`config.mk`:
```
export PLATFORM = sky130hd
export DESIGN_NAME = pwm_timing_gen
export DESIGN_NICKNAME = d
export VERILOG_FILES = /design/src/rtl/pwm_timing_pkg.sv /design/src/rtl/pwm_dither.sv /design/src/rtl/pwm_mode_sel.sv /design/src/rtl/pwm_gate_seq.sv /design/src/rtl/pwm_timing_gen.sv
export SDC_FILE = /design/constraint.sdc
export NUM_CORES = 1
export LEC_CHECK = 0
export BUFFER_PORTS_ARGS = -buffer_cell sky130_fd_sc_hd__buf_4
export CORE_MARGIN = 2
export CORE_UTILIZATION = 45
export CTS_CLUSTER_SIZE = 30
export DETAILED_ROUTE_END_ITERATION = 10
export GPL_ROUTABILITY_DRIVEN = 0
export MAX_ROUTING_LAYER = met4
export PLACE_DENSITY = 0.68
export SYNTH_ARGS = -nofsm -noshare
export SYNTH_HDL_FRONTEND = slang
export SYNTH_SLANG_ARGS = --single-unit
```
`constraint.sdc`:
```
create_clock -name clk -period 8 [get_ports clk]
set_clock_uncertainty 0.05 [all_clocks]
set_input_delay 0 -clock clk [delete_from_list [all_inputs] [get_ports clk]]
set_output_delay 0 -clock clk [all_outputs]
set_load 0.005 [all_outputs]
```
`src/rtl/pwm_timing_pkg.sv`:
```
package pwm_timing_pkg;

    // Operating regime chosen at each period start
    typedef enum logic [1:0] {
        MODE_RUN   = 2'd0,
        MODE_GREEN = 2'd1,
        MODE_SKIP  = 2'd2
    } sw_mode_e;

endpackage

```
`src/rtl/pwm_dither.sv`:
```
module pwm_dither #(
    parameter int NOM_PERIOD  = 200,
    parameter int DITHER_SPAN = 12,
    parameter int DITHER_DIV  = 16,
    parameter int PER_W       = 10
) (
    input  logic             clk,
    input  logic             rst_n,
    input  logic             step_i,
    output logic [PER_W-1:0] period_o
);
    localparam int OFS_W = $clog2(DITHER_SPAN + 1) + 1;
    localparam int DIV_W = (DITHER_DIV > 1) ? $clog2(DITHER_DIV) : 1;
    localparam logic [OFS_W-1:0] OFS_MAX = OFS_W'(DITHER_SPAN);
    localparam logic [OFS_W-1:0] OFS_MIN = OFS_W'(-DITHER_SPAN);

    typedef struct packed {
        logic [OFS_W-1:0] ofs;
        logic             up;
        logic [DIV_W-1:0] div;
    } dith_state_t;

    dith_state_t st_d, st_q;

    always_comb begin
        st_d = st_q;
        if (step_i) begin
            if (st_q.div == DIV_W'(DITHER_DIV - 1)) begin
                st_d.div = '0;
                if (st_q.up) begin
                    st_d.ofs = st_q.ofs + 1'b1;
                    if (st_q.ofs + 1'b1 == OFS_MAX) st_d.up = 1'b0;
                end else begin
                    st_d.ofs = st_q.ofs - 1'b1;
                    if (st_q.ofs - 1'b1 == OFS_MIN) st_d.up = 1'b1;
                end
            end else begin
                st_d.div = st_q.div + 1'b1;
            end
        end
    end

    always_ff @(posedge clk or negedge rst_n) begin
        if (!rst_n) begin
            st_q.ofs <= '0;
            st_q.up  <= 1'b1;
            st_q.div <= '0;
        end else begin
            st_q <= st_d;
        end
    end

    logic signed [PER_W:0] sum;
    always_comb begin
        sum      = $signed((PER_W+1)'(NOM_PERIOD)) + (PER_W+1)'($signed(st_q.ofs));
        period_o = sum[PER_W-1:0];
    end

    // the offset never leaves the sweep band
    p_dither_range_r2: assert property (@(posedge clk) disable iff (!rst_n)
        ($signed(st_q.ofs) <= $signed(OFS_MAX)) && ($signed(st_q.ofs) >= $signed(OFS_MIN)));

    // the offset only moves on a period start, and by one unit
    p_dither_step_r2: assert property (@(posedge clk) disable iff (!rst_n)
        (st_q.ofs != $past(st_q.ofs)) |->
            ($past(step_i) && ((st_q.ofs - $past(st_q.ofs) == OFS_W'(1)) ||
                               ($past(st_q.ofs) - st_q.ofs == OFS_W'(1)))));

endmodule

```
`src/rtl/pwm_mode_sel.sv`:
```
module pwm_mode_sel
    import pwm_timing_pkg::*;
#(
    parameter int FB_W         = 8,
    parameter int PER_W        = 10,
    parameter int BLK_W        = 4,
    parameter int GREEN_PERIOD = 591,
    parameter int SHORT_BLANK  = 4,
    parameter int LONG_BLANK   = 10,
    parameter int GREEN_TH     = 94,
    parameter int BURST_TH     = 56,
    parameter int BLANK_TH     = 76
) (
    input  logic [FB_W-1:0]  fb_code,
    input  logic [PER_W-1:0] norm_period,
    output sw_mode_e         mode_o,
    output logic [PER_W-1:0] period_o,
    output logic [BLK_W-1:0] blank_o
);
    localparam logic [FB_W-1:0] TH_GREEN = FB_W'(GREEN_TH);
    localparam logic [FB_W-1:0] TH_BURST = FB_W'(BURST_TH);
    localparam logic [FB_W-1:0] TH_BLANK = FB_W'(BLANK_TH);

    always_comb begin
        if (fb_code < TH_BURST) begin
            mode_o   = MODE_SKIP;
            period_o = PER_W'(GREEN_PERIOD);
        end else if (fb_code < TH_GREEN) begin
            mode_o   = MODE_GREEN;
            period_o = PER_W'(GREEN_PERIOD);
        end else begin
            mode_o   = MODE_RUN;
            period_o = norm_period;
        end
        blank_o = (fb_code >= TH_BLANK) ? BLK_W'(SHORT_BLANK) : BLK_W'(LONG_BLANK);
    end

endmodule

```
`src/rtl/pwm_gate_seq.sv`:
```
module pwm_gate_seq #(
    parameter int PER_W       = 10,
    parameter int BLK_W       = 4,
    parameter int NOM_PERIOD  = 200
) (
    input  logic             clk,
    input  logic             rst_n,
    input  logic             run_en,
    input  logic             sense_trip,
    input  logic [PER_W-1:0] sel_period,
    input  logic [BLK_W-1:0] sel_blank,
    input  logic             sel_skip,
    output logic             start_o,
    output logic             gate_o
);
    localparam logic [PER_W-1:0] RST_PER = PER_W'(NOM_PERIOD);

    typedef struct packed {
        logic [PER_W-1:0] cnt;
        logic [PER_W-1:0] per;
        logic [PER_W-1:0] ton;
        logic [BLK_W-1:0] blank;
        logic             skip;
        logic             gate;
        logic             active;
    } seq_state_t;

    seq_state_t st_d, st_q;

    always_comb begin
        st_d    = st_q;
        start_o = 1'b0;
        if (!run_en) begin
            st_d.cnt    = '0;
            st_d.gate   = 1'b0;
            st_d.active = 1'b0;
        end else if (!st_q.active || (st_q.cnt == st_q.per - 1'b1)) begin
            start_o     = 1'b1;
            st_d.active = 1'b1;
            st_d.cnt    = '0;
            st_d.per    = sel_period;
            st_d.ton    = sel_period - (sel_period >> 2);
            st_d.blank  = sel_blank;
            st_d.skip   = sel_skip;
            st_d.gate   = !sel_skip;
        end else begin
            st_d.cnt = st_q.cnt + 1'b1;
            if (st_q.gate) begin
                if (st_q.cnt + 1'b1 >= st_q.ton) begin
                    st_d.gate = 1'b0;
                end else if (sense_trip && (st_q.cnt >= PER_W'(st_q.blank))) begin
                    st_d.gate = 1'b0;
                end
            end
        end
    end

    always_ff @(posedge clk or negedge rst_n) begin
        if (!rst_n) begin
            st_q.cnt    <= '0;
            st_q.per    <= RST_PER;
            st_q.ton    <= RST_PER - (RST_PER >> 2);
            st_q.blank  <= '0;
            st_q.skip   <= 1'b0;
            st_q.gate   <= 1'b0;
            st_q.active <= 1'b0;
        end else begin
            st_q <= st_d;
        end
    end

    assign gate_o = st_q.gate & run_en;

    // the pulse never runs past the duty cap
    p_duty_cap_r3: assert property (@(posedge clk) disable iff (!rst_n)
        st_q.gate |-> (st_q.cnt < st_q.ton));

    // an unblanked trip ends the pulse at the next edge
    p_trip_cut_r4: assert property (@(posedge clk) disable iff (!rst_n)
        (run_en && st_q.gate && sense_trip && (st_q.cnt >= PER_W'(st_q.blank))) |=> !st_q.gate);

    // inside the blanking window the pulse survives
    p_blank_hold_r5: assert property (@(posedge clk) disable iff (!rst_n)
        (run_en && st_q.gate && (st_q.cnt + 1'b1 < PER_W'(st_q.blank))) |=> st_q.gate);

    // a skipped period carries no pulse
    p_skip_dark_r7: assert property (@(posedge clk) disable iff (!rst_n)
        st_q.skip |-> !st_q.gate);

    // period settings move only at a period start
    p_period_latch_r8: assert property (@(posedge clk) disable iff (!rst_n)
        ((st_q.per != $past(st_q.per)) || (st_q.blank != $past(st_q.blank))) |-> (st_q.cnt == '0));

    // a low enable clears the counter and the gate
    p_disable_clear_r9: assert property (@(posedge clk) disable iff (!rst_n)
        !run_en |=> ((st_q.cnt == '0) && !st_q.gate && !gate_o));

endmodule

```
`src/rtl/pwm_timing_gen.sv`:
```
module pwm_timing_gen
    import pwm_timing_pkg::*;
#(
    parameter int FB_W         = 8,
    parameter int NOM_PERIOD   = 200,
    parameter int DITHER_SPAN  = 12,
    parameter int DITHER_DIV   = 16,
    parameter int GREEN_PERIOD = 591,
    parameter int SHORT_BLANK  = 4,
    parameter int LONG_BLANK   = 10,
    parameter int GREEN_TH     = 94,
    parameter int BURST_TH     = 56,
    parameter int BLANK_TH     = 76
) (
    input  logic            clk,
    input  logic            rst_n,
    input  logic            run_en,
    input  logic [FB_W-1:0] fb_code,
    input  logic            cs_trip,
    input  logic            ilim_trip,
    output logic            gate_req
);
    localparam int PER_W = $clog2(GREEN_PERIOD + 1);
    localparam int BLK_W = $clog2(LONG_BLANK + 1);

    logic             start;
    logic [PER_W-1:0] norm_period;
    logic [PER_W-1:0] sel_period;
    logic [BLK_W-1:0] sel_blank;
    sw_mode_e         sel_mode;
    logic             sense_trip;

    assign sense_trip = cs_trip | ilim_trip;

    pwm_dither #(
        .NOM_PERIOD  (NOM_PERIOD),
        .DITHER_SPAN (DITHER_SPAN),
        .DITHER_DIV  (DITHER_DIV),
        .PER_W       (PER_W)
    ) u_dither (
        .clk      (clk),
        .rst_n    (rst_n),
        .step_i   (start),
        .period_o (norm_period)
    );

    pwm_mode_sel #(
        .FB_W         (FB_W),
        .PER_W        (PER_W),
        .BLK_W        (BLK_W),
        .GREEN_PERIOD (GREEN_PERIOD),
        .SHORT_BLANK  (SHORT_BLANK),
        .LONG_BLANK   (LONG_BLANK),
        .GREEN_TH     (GREEN_TH),
        .BURST_TH     (BURST_TH),
        .BLANK_TH     (BLANK_TH)
    ) u_mode (
        .fb_code     (fb_code),
        .norm_period (norm_period),
        .mode_o      (sel_mode),
        .period_o    (sel_period),
        .blank_o     (sel_blank)
    );

    pwm_gate_seq #(
        .PER_W      (PER_W),
        .BLK_W      (BLK_W),
        .NOM_PERIOD (NOM_PERIOD)
    ) u_seq (
        .clk        (clk),
        .rst_n      (rst_n),
        .run_en     (run_en),
        .sense_trip (sense_trip),
        .sel_period (sel_period),
        .sel_blank  (sel_blank),
        .sel_skip   (sel_mode == MODE_SKIP),
        .start_o    (start),
        .gate_o     (gate_req)
    );

    // no gate request while held in reset
    always_comb begin
        if (!rst_n) p_reset_quiet_r1: assert (!gate_req);
    end

endmodule

```
# Yosys cells after proc, flatten, opt, wreduce, memory -nomap -nowiden
# Index checks and enable logic that the tools add are counted.
dict set report classes {
  n_addsub 7
  order_cmp 5
  eq_ne 6
  mux 19
  n_bitwise 2
  n_reduce_logical 6
}
# op count
set ops {}
lappend ops {{two-way mux 10 bit} 4}
lappend ops {{adder 10 x 1 -> 10 bit (second input constant)} 1}
lappend ops {{adder 9 x 5 -> 10 bit (first input constant)} 1}
lappend ops {{== test 10 bit} 1}
lappend ops {{greater-or-equal comparator 10 bit} 1}
lappend ops {{greater-or-equal comparator 10 x 4 -> 1 bit} 1}
lappend ops {{two-way mux 1 bit} 10}
lappend ops {{subtractor 10 x 1 -> 10 bit (second input constant)} 1}
lappend ops {{subtractor 10 x 8 -> 10 bit} 1}
lappend ops {{greater-or-equal comparator 8 x 7 -> 1 bit (second input constant)} 1}
lappend ops {{< comparator 8 x 6 -> 1 bit (second input constant)} 1}
lappend ops {{< comparator 8 x 7 -> 1 bit (second input constant)} 1}
lappend ops {{two-way mux 4 bit} 2}
lappend ops {{two-way mux 6 bit} 1}
lappend ops {{adder 5 x 1 -> 5 bit (second input constant)} 1}
lappend ops {{== test 5 x 4 -> 1 bit (second input constant)} 1}
lappend ops {{== test 5 bit (second input constant)} 1}
lappend ops {{subtractor 5 x 1 -> 5 bit (second input constant)} 1}
lappend ops {{adder 4 x 1 -> 4 bit (second input constant)} 1}
lappend ops {{== test 4 bit (second input constant)} 1}
lappend ops {{two-way mux 2 bit} 2}
lappend ops {{AND reduction 2 bit} 2}
lappend ops {{== test 2 bit (second input constant)} 1}
lappend ops {{logical NOT 1 bit} 2}
lappend ops {{other kinds (5)} 5}
dict set report word_totals {
  reg_bits 46
  in_bits 13
  output_inout_bits 1
  elab_cells 54
}

# Longest topological paths before layout
dict set report depth {
  depth_word 7
  depth_mapped 13
  mapped_depth_nobuf 13
}

# Modules after synthesis
# Synthesis repeated with hierarchy kept, for this count alone.
dict set report hier_totals {
  cells_unflattened 352
  area_unflattened_um2 3484.6
}
# mod instances cells_per_inst area_per_inst_um2 seq_area_each_um2
set by_module_without_submodules {}
lappend by_module_without_submodules {pwm_gate_seq 1 250 2567.5 909.6}
lappend by_module_without_submodules {pwm_dither 1 76 752.0 251.5}
lappend by_module_without_submodules {pwm_mode_sel 1 24 152.6 0.0}
lappend by_module_without_submodules {pwm_timing_gen 1 2 12.5 0.0}

# Worst setup path after synthesis
# OpenSTA, ideal clock, no wires.
dict set report synth_path {
  kind {reg-to-reg}
  start {register u_seq.st_q[17] (netlist bit)}
  end {register u_seq.st_q[21] (netlist bit)}
  setup_time_ps 125
  arrival_time_ps 2468
  required_time_ps 7825
  path_slack_ps 5357
  stages_incl_launch_ff 11
  n_path_buf 2
  period_less_slack_ps 2643
  cell_sequence {dfrtp_1 inv_1 ha_1 nor3b_2 and3_1 nor3_1 o41a_1 or3_1 buf_2 buf_6 mux2_4}
}
dict set report synth_between {
  elab_chain_len 4
}
# item line_no
set synth_rtl {}
lappend synth_rtl {{start, declared} pwm_gate_seq.sv:28} ;# seq_state_t st_d, st_q;
lappend synth_rtl {{start signal, assigned} pwm_gate_seq.sv:68} ;# st_q <= st_d;
lappend synth_rtl {{subtractor 10 x 1 -> 10 bit} pwm_gate_seq.sv:37} ;# end else if (!st_q.active || (st_q.cnt == st_q.per - 1'b1)) begin
lappend synth_rtl {{== test 10 bit} pwm_gate_seq.sv:37}
lappend synth_rtl {{logical OR 1 bit} pwm_gate_seq.sv:37}
lappend synth_rtl {{AND reduction 2 bit (no line)} n/a}
# Every way passes these cells.
# A chain may end at the register's enable or synchronous reset.

# Final worst setup path
dict set report layout_path {
  start {register u_seq.st_q[17] (netlist bit)}
  end {register u_seq.st_q[19] (netlist bit)}
}
# The elaborated chain is that of the path after synthesis.

==> flow_summary.json <==
{
  "vias": 2180,
  "cp_data_arrival_time_ps": 3470,
  "crit_start": "u_seq.st_q[17]$_DFFE_PN0P_",
  "synth-main-ff-cell": "dfrtp_1",
  "nNetsFinal": 363,
  "die_area_um2": 7340,
  "p_per_area_nw_per_um2": 201,
  "cts_root_buf": "clkbuf_8",
  "synth_mux_area_share_pct": 9.26,
  "final_common_cell": "dfrtp_1",
  "fin_crit_sh_pct": 41.7,
  "final_max_slew_viol_count": 0,
  "avgSynthCellArea_um2": 9.71,
  "final_cells": 399,
  "yosysTopAreaCell": "dfrtp_1",
  "grt_pass1_wl_um": 10200,
  "area_delta_synth_final_pct": 10.1,
  "post-synth-top-area-fraction_pct": 29.2,
  "hold_path_startpoint": "fb_code[3]",
  "clk_pin_slew_ps": 90,
  "fin_ws_ps": 4660,
  "fp.dieH_um": 85.7,
  "cp-end-kind": "register",
  "tns_ps": 0,
  "cts.sinks": 43,
  "io_buffers": 12,
  "ir_drop_mv": 0.109,
  "ant_nets": 0,
  "async_reset_ff_share_pct": 100,
  "hp-class": "input pin to register",
  "path_class": "register to register",
  "synth_compound_area_share_pct": 12.0,
  "cp.required_ps": 8140,
  "htree_num_levels": 2,
  "antenna_cells": 0,
  "grt_pass1_vias": 2051,
  "crit_buf_inv": 2,
  "slowest_delay_ps": 650,
  "avgRoutedWirePerCell_um": 15.0,
  "crit_family": "simple AND/OR/NAND/NOR gates",
  "drtPass1Iterations": 4,
  "totalWireLength_um": 5990,
  "clock.fmax_mhz": 300,
  "min_period_ps": 3340,
  "postCtsSetupBuffers": 0,
  "r2r_cells": 9,
  "synth_seq_cells": 43,
  "r2r_slack_ps": 4660,
  "die_x_um": 85.7,
  "final_hold_viol_count": 0,
  "crit_fanout": 17,
  "ctsResizeCount": 0,
  "viasPerCell": 5.46,
  "synth-edff-count": 0,
  "worst_path_max_delay_cell": "o41a_1",
  "r2r_start": "u_seq.st_q[17]$_DFFE_PN0P_",
  "rows": 29,
  "antenna_found_initial": 0,
  "synth_fa_ha_area_share_pct": 12.3,
  "synth_top_family_by_area": "simple AND/OR/NAND/NOR gates",
  "tritoncts": "built",
  "yosys.area_share.simple_pct": 16.6,
  "synth_xor_area_share_pct": 7.88,
  "hold_path_end": "u_seq.st_q[1]$_DFF_PN0_",
  "syn_inst": 309,
  "min_path_cells": 3,
  "placed_cells": 386,
  "setup_viol": 0,
  "finalPower_mw": 0.663,
  "first_iter_violations": 97,
  "synth_area_um2": 3000,
  "start_util_pct": 47.0,
  "remaining_drc_errors": 0,
  "yosysSeqAreaShare_pct": 36.2,
  "finalHoldWorstSlack_ps": 25.2,
  "insertion_delay_ps": 300,
  "p_leak_nw": 1.62,
  "rsz0062_at_grt": "false",
  "ys_types": 56,
  "ios": 14,
  "dp_slack_ps": 4680,
  "cp_num_cells": 9,
  "cts-buffers-inserted": 5,
  "grt_max_degree": 44,
  "drive_gt1_share_pct": 12.7,
  "grt_overflow": 0,
  "worstMarginPinSlew_ps": 682,
  "syn_nets": 351,
  "maxCapViolations": 0,
  "status": "complete, no violations",
  "track_usage_pct": 18.2,
  "netlist_top_cells_area": "dfrtp_1 (29%), ha_1 (12%), dfstp_2 (7.0%), xnor2_1 (4.1%), mux2_4 (4.0%)",
  "timing.rr.end": "u_seq.st_q[19]$_DFFE_PN0P_",
  "crit_chain": "inv_1 -> ha_1 -> nor3b_2 -> and3_1 -> nor3_1 -> o41a_1 -> or3_1 -> buf_4 -> mux2_1",
  "dp_hpwl_um": 4420,
  "ys_warn_count": 0,
  "final_cell_mix": "dfrtp_1 (35), inv_1 (29), ha_1 (28)",
  "worst_setup_path_start_kind": "register",
  "max_slew_margin_pct": 54.2,
  "clockBufferDepth": 2,
  "core_um2": 6390
}
-- sequential cells by signal, summed over array words and instances, names as in the netlist --
signal	flops
u_seq.st_q	33
u_dither.st_q	10
-- final cells by class --
type	instances	area [µm²]
Clock buffer	5	68.8
Multi-Input combinational cell	223	1740
Sequential cell	43	1090
Inverter	29	109
Clock inverter	3	43.8
Fill cell	599	3080
Tap cell	77	96.3
Timing Repair Buffer	19	155
-- synth_stat cells (4+ instances only) --
cell / count
nor2_1: 13
xnor2_1: 14
a21oi_1: 11
o21ai_0: 4
inv_1: 29
nor2b_1: 9
clkbuf_1: 11
dfrtp_1: 35
mux2i_1: 9
nand2_1: 23
nor3_1: 10
nand4_1: 4
nand3_1: 6
dfstp_2: 8
mux2_4: 8
nand2b_1: 5
xor2_1: 13
ha_1: 28
nor4_1: 4
mux2_1: 4
-- through the flow --
step	instance area [µm²]	util (%)
after floorplan	3000	-
after global placement	3140	49.2
after detailed placement	3140	49.2
after CTS	3300	51.7
after global routing	3300	51.7
final	3300	51.7
-- kinds of logic (layout without fill, tap and decap cells) --
| kind of cell | after synthesis | in the layout |
|---|---|---|
| flops | 43 | 43 |
| fa+ha+maj | 29 | 29 |
| xor+xnor | 27 | 27 |
| buf+inv | 43 | 56 |
| mux | 23 | 23 |
| simple gates | 93 | 93 |
| compound gates | 51 | 51 |
-- how the worst max path moves through the flow --
stage,end,slack (ps)
6_report,u_seq.st_q[19]$_DFFE_PN0P_,4660
5_1_grt,u_seq.st_q[19]$_DFFE_PN0P_,4500
4_1_cts,u_seq.st_q[19]$_DFFE_PN0P_,4640
3_5_place_dp,u_seq.st_q[19]$_DFFE_PN0P_,4680
3_3_place_gp,u_seq.st_q[19]$_DFFE_PN0P_,4700
2_1_floorplan,u_seq.st_q[21]$_DFFE_PN0P_,5360
-- worst min-delay path, cell delays in order --
cell and delay [ps]:
buf_4 90, a311oi_1 80, o22ai_1 160
-- layer usage --
| metal | part of all wire, % | global-route usage, % | vias to the layer above |
|---|---|---|---|
| li1 | - | - | 1105 |
| met1 | 49 | 24.9 | 1040 |
| met2 | 48 | 28.1 | 29 |
| met3 | 2.8 | 3.37 | 6 |
| met4 | 1.0 | 4.62 | 0 |
| met5 | 0 | - | - |
-- power breakdown --
part | internal [mW] | switching, mW | total (mW)
combinational | 0.0917 | 0.0906 | 0.182
clock | 0.0930 | 0.0786 | 0.172
sequential | 0.267 | 0.0415 | 0.309
-- what timing repair did --
action,in CTS,in global routing
endpoints found under the setup margin,0,0
endpoints found under the hold margin,39,0
hold buffers,5,0
Note: power is estimated with default switching activity, not from simulation.
